`src/rtl/xbus_rd_pkg.sv`:
```
package xbus_rd_pkg;

    typedef enum logic [1:0] {
        ST_IDLE   = 2'd0,
        ST_LEAD   = 2'd1,
        ST_STROBE = 2'd2,
        ST_TRAIL  = 2'd3
    } rd_state_e;

    typedef enum logic [1:0] {
        RDY_OFF      = 2'b00,
        RDY_SYNC     = 2'b01,
        RDY_ASYNC    = 2'b10,
        RDY_SYNC_ALT = 2'b11
    } rdy_mode_e;

    localparam int unsigned RDY_SYNC_STAGES = 2;

endpackage

```
`src/rtl/xbus_cfg_latch.sv`:
```
module xbus_cfg_latch
    import xbus_rd_pkg::*;
#(
    parameter int CW = 4,
    parameter int TW = 2
) (
    input  logic          clk,
    input  logic          rst_n,
    input  logic          load,
    input  logic [CW-1:0] lead_in,
    input  logic [CW-1:0] active_in,
    input  logic [TW-1:0] trail_in,
    input  logic [1:0]    mode_in,
    output logic [CW-1:0] lead_c,
    output logic [CW-1:0] active_c,
    output logic [CW-1:0] active_q,
    output logic [TW-1:0] trail_q,
    output rdy_mode_e     mode_q
);

    rdy_mode_e mode_c;

    // clamp the strobe length to the legal minimum for the chosen mode
    always_comb begin
        mode_c   = rdy_mode_e'(mode_in);
        lead_c   = lead_in;
        active_c = (active_in == '0) ? CW'(1) : active_in;
        if (mode_c == RDY_ASYNC && lead_in == '0 && active_c < CW'(2)) begin
            active_c = CW'(2);
        end
    end

    // settings are frozen at acceptance
    always_ff @(posedge clk or negedge rst_n) begin
        if (!rst_n) begin
            active_q <= CW'(1);
            trail_q  <= '0;
            mode_q   <= RDY_OFF;
        end else if (load) begin
            active_q <= active_c;
            trail_q  <= trail_in;
            mode_q   <= mode_c;
        end
    end

endmodule

```
`src/rtl/xbus_rdy_sampler.sv`:
```
module xbus_rdy_sampler
    import xbus_rd_pkg::*;
#(
    parameter int STAGES = RDY_SYNC_STAGES
) (
    input  logic      clk,
    input  logic      rst_n,
    input  logic      ready_raw,
    input  rdy_mode_e mode,
    output logic      ready_ok
);

    logic [STAGES-1:0] sync_q;

    generate
        for (genvar s = 0; s < STAGES; s++) begin : g_stage
            if (s == 0) begin : g_first
                always_ff @(posedge clk or negedge rst_n) begin
                    if (!rst_n) sync_q[0] <= 1'b0;
                    else        sync_q[0] <= ready_raw;
                end
            end else begin : g_next
                always_ff @(posedge clk or negedge rst_n) begin
                    if (!rst_n) sync_q[s] <= 1'b0;
                    else        sync_q[s] <= sync_q[s-1];
                end
            end
        end
    endgenerate

    always_comb begin
        unique case (mode)
            RDY_OFF:   ready_ok = 1'b1;
            RDY_ASYNC: ready_ok = sync_q[STAGES-1];
            default:   ready_ok = ready_raw;
        endcase
    end

endmodule

```
`src/rtl/xbus_phase_cnt.sv`:
```
module xbus_phase_cnt #(
    parameter int CW = 4
) (
    input  logic          clk,
    input  logic          rst_n,
    input  logic          load,
    input  logic [CW-1:0] load_val,
    output logic          last
);

    logic [CW-1:0] cnt_q;

    always_ff @(posedge clk or negedge rst_n) begin
        if (!rst_n) begin
            cnt_q <= '0;
        end else if (load) begin
            cnt_q <= load_val;
        end else if (cnt_q > CW'(1)) begin
            cnt_q <= cnt_q - CW'(1);
        end
    end

    assign last = (cnt_q <= CW'(1));

endmodule

```
`src/rtl/xbus_rd_ctrl.sv`:
```
module xbus_rd_ctrl
    import xbus_rd_pkg::*;
#(
    parameter int AW = 16,
    parameter int DW = 16,
    parameter int CW = 4,
    parameter int TW = 2
) (
    input  logic          clk,
    input  logic          rst_n,
    input  logic          rd_req,
    input  logic [AW-1:0] rd_addr,
    input  logic [CW-1:0] cfg_lead,
    input  logic [CW-1:0] cfg_active,
    input  logic [TW-1:0] cfg_trail,
    input  logic [1:0]    cfg_rdy_mode,
    input  logic          bus_ready,
    input  logic [DW-1:0] bus_din,
    output logic [AW-1:0] bus_addr,
    output logic          bus_cs_n,
    output logic          bus_rd_n,
    output logic [DW-1:0] rd_data,
    output logic          rd_valid,
    output logic          busy
);

    rd_state_e     state_q, state_d;
    logic          accept, finish;
    logic          cnt_load, cnt_last, ready_ok;
    logic [CW-1:0] cnt_val;
    logic [CW-1:0] lead_c, active_c, active_q;
    logic [TW-1:0] trail_q;
    rdy_mode_e     mode_q;

    xbus_cfg_latch #(.CW(CW), .TW(TW)) u_cfg (
        .clk       (clk),
        .rst_n     (rst_n),
        .load      (accept),
        .lead_in   (cfg_lead),
        .active_in (cfg_active),
        .trail_in  (cfg_trail),
        .mode_in   (cfg_rdy_mode),
        .lead_c    (lead_c),
        .active_c  (active_c),
        .active_q  (active_q),
        .trail_q   (trail_q),
        .mode_q    (mode_q)
    );

    xbus_rdy_sampler #(.STAGES(RDY_SYNC_STAGES)) u_rdy (
        .clk       (clk),
        .rst_n     (rst_n),
        .ready_raw (bus_ready),
        .mode      (mode_q),
        .ready_ok  (ready_ok)
    );

    xbus_phase_cnt #(.CW(CW)) u_cnt (
        .clk      (clk),
        .rst_n    (rst_n),
        .load     (cnt_load),
        .load_val (cnt_val),
        .last     (cnt_last)
    );

    // next-state and counter-load logic
    always_comb begin
        state_d  = state_q;
        accept   = 1'b0;
        finish   = 1'b0;
        cnt_load = 1'b0;
        cnt_val  = '0;
        unique case (state_q)
            ST_IDLE: begin
                if (rd_req) begin
                    accept   = 1'b1;
                    cnt_load = 1'b1;
                    if (lead_c != '0) begin
                        state_d = ST_LEAD;
                        cnt_val = lead_c;
                    end else begin
                        state_d = ST_STROBE;
                        cnt_val = active_c;
                    end
                end
            end
            ST_LEAD: begin
                if (cnt_last) begin
                    state_d  = ST_STROBE;
                    cnt_load = 1'b1;
                    cnt_val  = active_q;
                end
            end
            ST_STROBE: begin
                if (cnt_last && ready_ok) begin
                    finish   = 1'b1;
                    cnt_load = 1'b1;
                    cnt_val  = CW'(trail_q);
                    state_d  = (trail_q != '0) ? ST_TRAIL : ST_IDLE;
                end
            end
            ST_TRAIL: begin
                if (cnt_last) state_d = ST_IDLE;
            end
            default: state_d = ST_IDLE;
        endcase
    end

    // state register
    always_ff @(posedge clk or negedge rst_n) begin
        if (!rst_n) state_q <= ST_IDLE;
        else        state_q <= state_d;
    end

    // bus controls decoded from the state
    always_comb begin
        bus_cs_n = (state_q == ST_IDLE);
        bus_rd_n = (state_q != ST_STROBE);
        busy     = (state_q != ST_IDLE);
    end

    // address hold, data capture and valid pulse
    always_ff @(posedge clk or negedge rst_n) begin
        if (!rst_n) begin
            bus_addr <= '0;
            rd_data  <= '0;
            rd_valid <= 1'b0;
        end else begin
            rd_valid <= finish;
            if (accept) bus_addr <= rd_addr;
            if (finish) rd_data  <= bus_din;
        end
    end

endmodule

```
`config.mk`:
```
export PLATFORM = sky130hd
export DESIGN_NAME = xbus_rd_ctrl
export DESIGN_NICKNAME = d
export VERILOG_FILES = /design/src/rtl/xbus_rd_pkg.sv /design/src/rtl/xbus_cfg_latch.sv /design/src/rtl/xbus_rdy_sampler.sv /design/src/rtl/xbus_phase_cnt.sv /design/src/rtl/xbus_rd_ctrl.sv
export SDC_FILE = /design/constraint.sdc
export NUM_CORES = 1
export LEC_CHECK = 0
export CORE_MARGIN = 4
export CORE_UTILIZATION = 37
export DETAILED_ROUTE_END_ITERATION = 8
export DONT_BUFFER_PORTS = 1
export GPL_TIMING_DRIVEN = 0
export HOLD_SLACK_MARGIN = 0.12
export PLACE_DENSITY = 0.5
export SYNTH_ARGS = -nofsm -noshare
export SYNTH_HDL_FRONTEND = slang
export SYNTH_SLANG_ARGS = --single-unit
```
`constraint.sdc`:
```
create_clock -name clk -period 6.7 [get_ports clk]
set_clock_uncertainty 0.2 [all_clocks]
set_input_delay 0.335 -clock clk [delete_from_list [all_inputs] [get_ports clk]]
set_output_delay 0.335 -clock clk [all_outputs]
set_load 0.05 [all_outputs]
```
* Word-level counts from Yosys, hierarchy flattened *
Index checks and enable logic that the tools add are counted.
W data, S select, Z words.

word-level totals
  register bits = 49
  bits in latches = 0
  memory bits (writable) = 0
  bits in read-only memories = 0
  input bits = 48
  output and inout port bits = 36
  logic and storage cells = 59
  memories = 0

cells by class
  add/subtract/negate cells = 1
  multipliers = 0
  div/mod/pow operators = 0
  $lt $le $gt $ge = 3
  eq/ne operators = 10
  shift operators = 0
  mux-type cells = 23
  bitwise logic cells = 0
  reduce and logical (&&, ||, !) cells = 12

operators by type and width
  cell                   count
  $mux W4                7
  $mux W2                7
  $pmux W4 S3            1
  $ne A2 B2 Y1 const B   5
  $eq A2 B2 Y1 const B   4
  $logic_not A4 Y1       2
  $pmux W2 S4            1
  $reduce_bool A2 Y1     3
  $mux W1                5
  $gt A4 B1 Y1 const B   1
  $le A4 B1 Y1 const B   1
  $logic_not A2 Y1       2
  $lt A4 B2 Y1 const B   1
  $reduce_and A4 Y1      1
  $reduce_bool A4 Y1     1
  $sub A4 B1 Y4 const B  1
  $logic_and A1 B1 Y1    3
  $pmux W1 S3            1
  $eq A2 B1 Y1 const B   1
  $pmux W1 S2            1

* Longest topological paths before layout *
  depth after elaboration = 9
  mapped depth = 9
  gate-level depth less buffers = 6

* Hierarchy *
A second synthesis with hierarchy kept.

unflattened totals
  cells, all modules = 173
  area, all modules = 2249.7 µm²

by module, submodules not included
  module            times used  cells an instance  area an instance (µm²)  sequential area each (µm²)
  xbus_rd_ctrl      1           107                1527.7                  875.8
  xbus_cfg_latch    1           32                 384.1                   201.4
  xbus_phase_cnt    1           29                 269.0                   100.1
  xbus_rdy_sampler  1           5                  68.8                    50.0

* Worst setup path before layout *
OpenSTA, ideal clock, no wires.

  kind = reg2reg
  start point = reg state_q[1]
  end point = reg u_cnt.cnt_q[0]
  library setup time = 0.086 ns
  arrival time = 2.037 ns
  required time = 6.414 ns
  slack = 4.378 ns
  cell stages (with the launch flop) = 6
  buffers on the path = 1
  clock period less this slack = 2.322 ns
  cells stage by stage = dfrtp_1 -> buf_2 -> nor2_1 -> nand2_1 -> a211o_1 -> a32oi_1

between the ends
  longest elaborated chain between the ends = 3
  elaborated cells on any way between the ends = 7
  classes of those cells = eq/ne: 2; mux: 3; reduce/logical: 2

RTL lines
  item                                           RTL line              source
  from (decl)                                    xbus_rd_ctrl.sv:27    rd_state_e state_q, state_d;
  from (signal assigned)                         xbus_rd_ctrl.sv:112   else state_q <= state_d;
  $logic_not A2 Y1 *                             --
  via bus_cs_n                                   xbus_rd_ctrl.sv:20    output logic bus_cs_n,
  $pmux W4 S3 or $pmux W1 S3 (tied branches)     xbus_rd_ctrl.sv:73    unique case (state_q)
  $mux W4 or $reduce_bool A2 Y1 (tied branches)  --
  to (signal assigned)                           xbus_phase_cnt.sv:17  cnt_q <= load_val;
  to (signal assigned)                           xbus_phase_cnt.sv:19  cnt_q <= cnt_q - CW'(1);
  to (decl)                                      xbus_phase_cnt.sv:11  logic [CW-1:0] cnt_q;

Mark *: on every way through the listed nets, which the timed path passes. The rest lies on a longest branch.
A chain may end at the register's enable or synchronous reset.

* Worst setup path after layout *
  start point = reg state_q[0]
  end point = reg u_cfg.active_q[1]

between the ends
  longest elaborated chain between the ends = 2

RTL lines
  item                  RTL line              source
  $logic_not A2 Y1      --
  via bus_cs_n          xbus_rd_ctrl.sv:20
  $mux W1               xbus_rd_ctrl.sv:73
  to (signal assigned)  xbus_cfg_latch.sv:40  active_q <= active_c;
  to (decl)             xbus_cfg_latch.sv:16  output logic [CW-1:0] active_q,

The timed path passes the listed nets, and every way through them passes these cells.

==> impl_results.md <==
* Core footprint at 5921 um^2
* Routed WL at 5323 um
* Total Routing Usage GR at 0.1533
* Port Buffers at 0
* DIE WIDTH at 85.96 um
* P_leak at 1.376 nW
* DRC marker count from the first detailed-route iteration at 63
* Vias in the first global route at 1774
* Fin. Hold Viols at 0
* Worst r2r src: state_q[0]$_DFFE_PN0P_
* Row count at 28
* CP Capture Type: register
* Max Cap Viol at 0
* # setup viols final at 0
* Outcome: complete, no violations
* Count leader, synth: nand2_1
* Register area share after synthesis at 0.5459
* # IOs at 84
* Syn_area_per_cell at 10.51 um^2
* Post-synth top flop: dfrtp_1
* Post-synth top area share at 0.5342
* Crit-path max FO at 10
* CTS max path bufs at 2
* Worst Setup SP: state_q[0]$_DFFE_PN0P_
* Synth area leaders: dfrtp_1 (53%), nand2_1 (12%), mux2_4 (6.0%)
* Die Y-Extent at 85.96 um
* Starting density of the core at 0.3798
* Hold WC Path Type: in2reg
* Vias per inst at 4.901
* Largest net degree at the start of global routing at 50
* Area Growth Syn to Fin at 30.22%
* Final period utilization at 0.4374
* Hold-critical path depth at 3
* #FFs+latches synth at 49
* Synthesized Nets at 264
* Actual slew at the worst max-slew pin at 0.9743 ns
* Max IR drop VDD at 269.8 uV
* Tmin final at 2.931 ns
* First-pass GRT wire length at 8997 um
* Post-synth EDFFs at 0
* Reg2Reg Depth at 6
* Die area at 7388 um^2
* Startpoint Class: register
* Critical path class: reg2reg
* Final nets at 317
* ANT nets after route at 0
* Clock Pin Slew Worst Setup and Hold Paths at 0.09 ns
* Clock Tree Root: clkbuf_8
* Hold path start: cfg_lead[0]
* Data arrival, critical path at 2.92 ns
* Skew-Pair Late Insertion Delay at 0.30 ns
* Synth Cell Area at 2248 um^2
* Pre-CTS setup slack at 4.050 ns
* Worst relative slew slack at 0.3481
* Number of fill cells at 552
* Layout cell share with drive strength beyond 1 at 0.1343
* Routed vias at 1681
* Antenna cells at 0
* Setup ws final at 3.769 ns
* CTS Sinks at 49
* CTS tree: done
* F_max at 0.3412 GHz
* RSZ-0062 raised after global routing: no
* Fin. max-slew vios at 0
* Pwr Density at 527.9 nW/um^2
* Final TNS setup at 0 ns
* TritonRoute pass-1 iters at 4
* Asr flop ratio synth at 1.000
* Post-cts sizing count at 0
* Distinct cells, synth at 50
* Num CTS Buffers at 5
* Synth warnings at 0
* Total grt overflow at 0
* Gate Count Post-Synth at 214
* Critical Path RT at 6.68 ns
* Remaining DRCs at 0
* Depth of the CTS H-tree at 2
* Placer congestion estimate at 0.8036
* Synth area leader: dfrtp_1
* Initial antenna violation count at 0
* WL/cell at 15.52 um
* Commonest cells in the netlist: nand2_1 (72), dfrtp_1 (48), mux2_4 (9)
* Final HPWL DP at 3582 um
-- cell families (layout without fill, tap and decap cells) --
| logic type | count (synthesis) | in the layout | synth area share |
|---|---|---|---|
| simple gates | 100 | 100 | 0.2070 |
| compound gates | 27 | 27 | 0.08459 |
| xor+xnor | 3 | 3 | 0.01169 |
| flops | 49 | 49 | 0.5459 |
| buf+inv | 16 | 70 | 0.04007 |
| mux | 17 | 17 | 0.09961 |
| fa+ha+maj | 2 | 2 | 0.01113 |
-- metal layers --
| metal | global-route usage | share of wire |
|---|---|---|
| met1 | 0.2017 | 0.44 |
| met2 | 0.2425 | 0.49 |
| met3 | 0.04515 | 0.055 |
| met4 | 0.04892 | 0.012 |
| met5 | 0 | 0 |
-- area by class of cell --
cell class	instances	area (um^2)	share of cell area
Sequential cell	49	1227	0.4192
Multi-Input combinational cell	149	930.9	0.3179
Timing Repair Buffer	46	478.0	0.1632
Tap cell	75	93.84	0.03205
Clock buffer	6	72.57	0.02479
Buffer	10	67.56	0.02308
Clock inverter	2	35.03	0.01197
Inverter	6	22.52	0.007692
-- placed cells by master (no fill, tap or decap), types with 3 or more instances in the layout --
cell / n
dfrtp_1: 48
a21oi_1: 4
nand4_1: 3
clkbuf_1: 6
mux2_2: 7
mux2_4: 9
nor2b_1: 3
nand2_1: 72
dlygate4sd3_1: 45
clkbuf_8: 5
nor2_1: 5
o21ai_0: 6
inv_1: 5
-- worst max-delay path, stage by stage (launching register included) --
cell           delay (ns)
dfrtp_1              0.38
buf_2                0.19
nor2_1               0.76
nand2_1              0.47
nor2_1               0.19
a21oi_1              0.08
dlygate4sd3_1        0.55
-- metrics by stage --
stage / total power, mW / instance area, um^2 / utilization / instances / hold WS, ns
after floorplan: 1.216 / 2248 / - / 214 / -0.1606
after global placement: 1.311 / 2342 / 0.3956 / 289 / -0.1583
after CTS: 1.562 / 2928 / 0.4945 / 343 / 0.1224
after detailed placement: 1.315 / 2342 / 0.3956 / 289 / -0.1578
after global routing: 1.657 / 2928 / 0.4945 / 343 / 0.1521
final: 1.546 / 2928 / 0.4945 / 343 / 0.1470
-- path summary, 6_finish.rpt --
check	endpoint	slack, ns
max	u_cfg.active_q[1]$_DFFE_PN0P_	3.77
min	u_cnt.cnt_q[0]$_DFFE_PN0P_	0.15
max reg2reg	u_cfg.active_q[1]$_DFFE_PN0P_	3.77
min reg2reg	u_rdy.sync_q[1]$_DFF_PN0_	0.16
max in group asynchronous	u_cfg.active_q[0]$_DFFE_PN1P_	5.67
min in group asynchronous	rd_data[6]$_DFFE_PN0P_	0.35
-- state kept, by name (all words and copies together) (netlist names) --
name,cells
bus_addr,16
u_cfg.trail_q,2
u_cfg.active_q,4
state_q,2
u_cnt.cnt_q,4
rd_valid,1
rd_data,16
u_cfg.mode_q,2
u_rdy.sync_q,2
-- power by group --
group | internal (mW) | total [mW] | leakage [nW] | switching (mW)
Clock | 0.111 | 0.208 | 0.0552 | 0.0970
Combinational | 0.222 | 0.476 | 0.721 | 0.254
Sequential | 0.430 | 0.862 | 0.599 | 0.432
-- what timing repair did --
action,CTS,global route
hold endpoints to repair,92,0
hold buffers,46,0
buffers inserted,0,0
(Power assumes the default switching activity.)
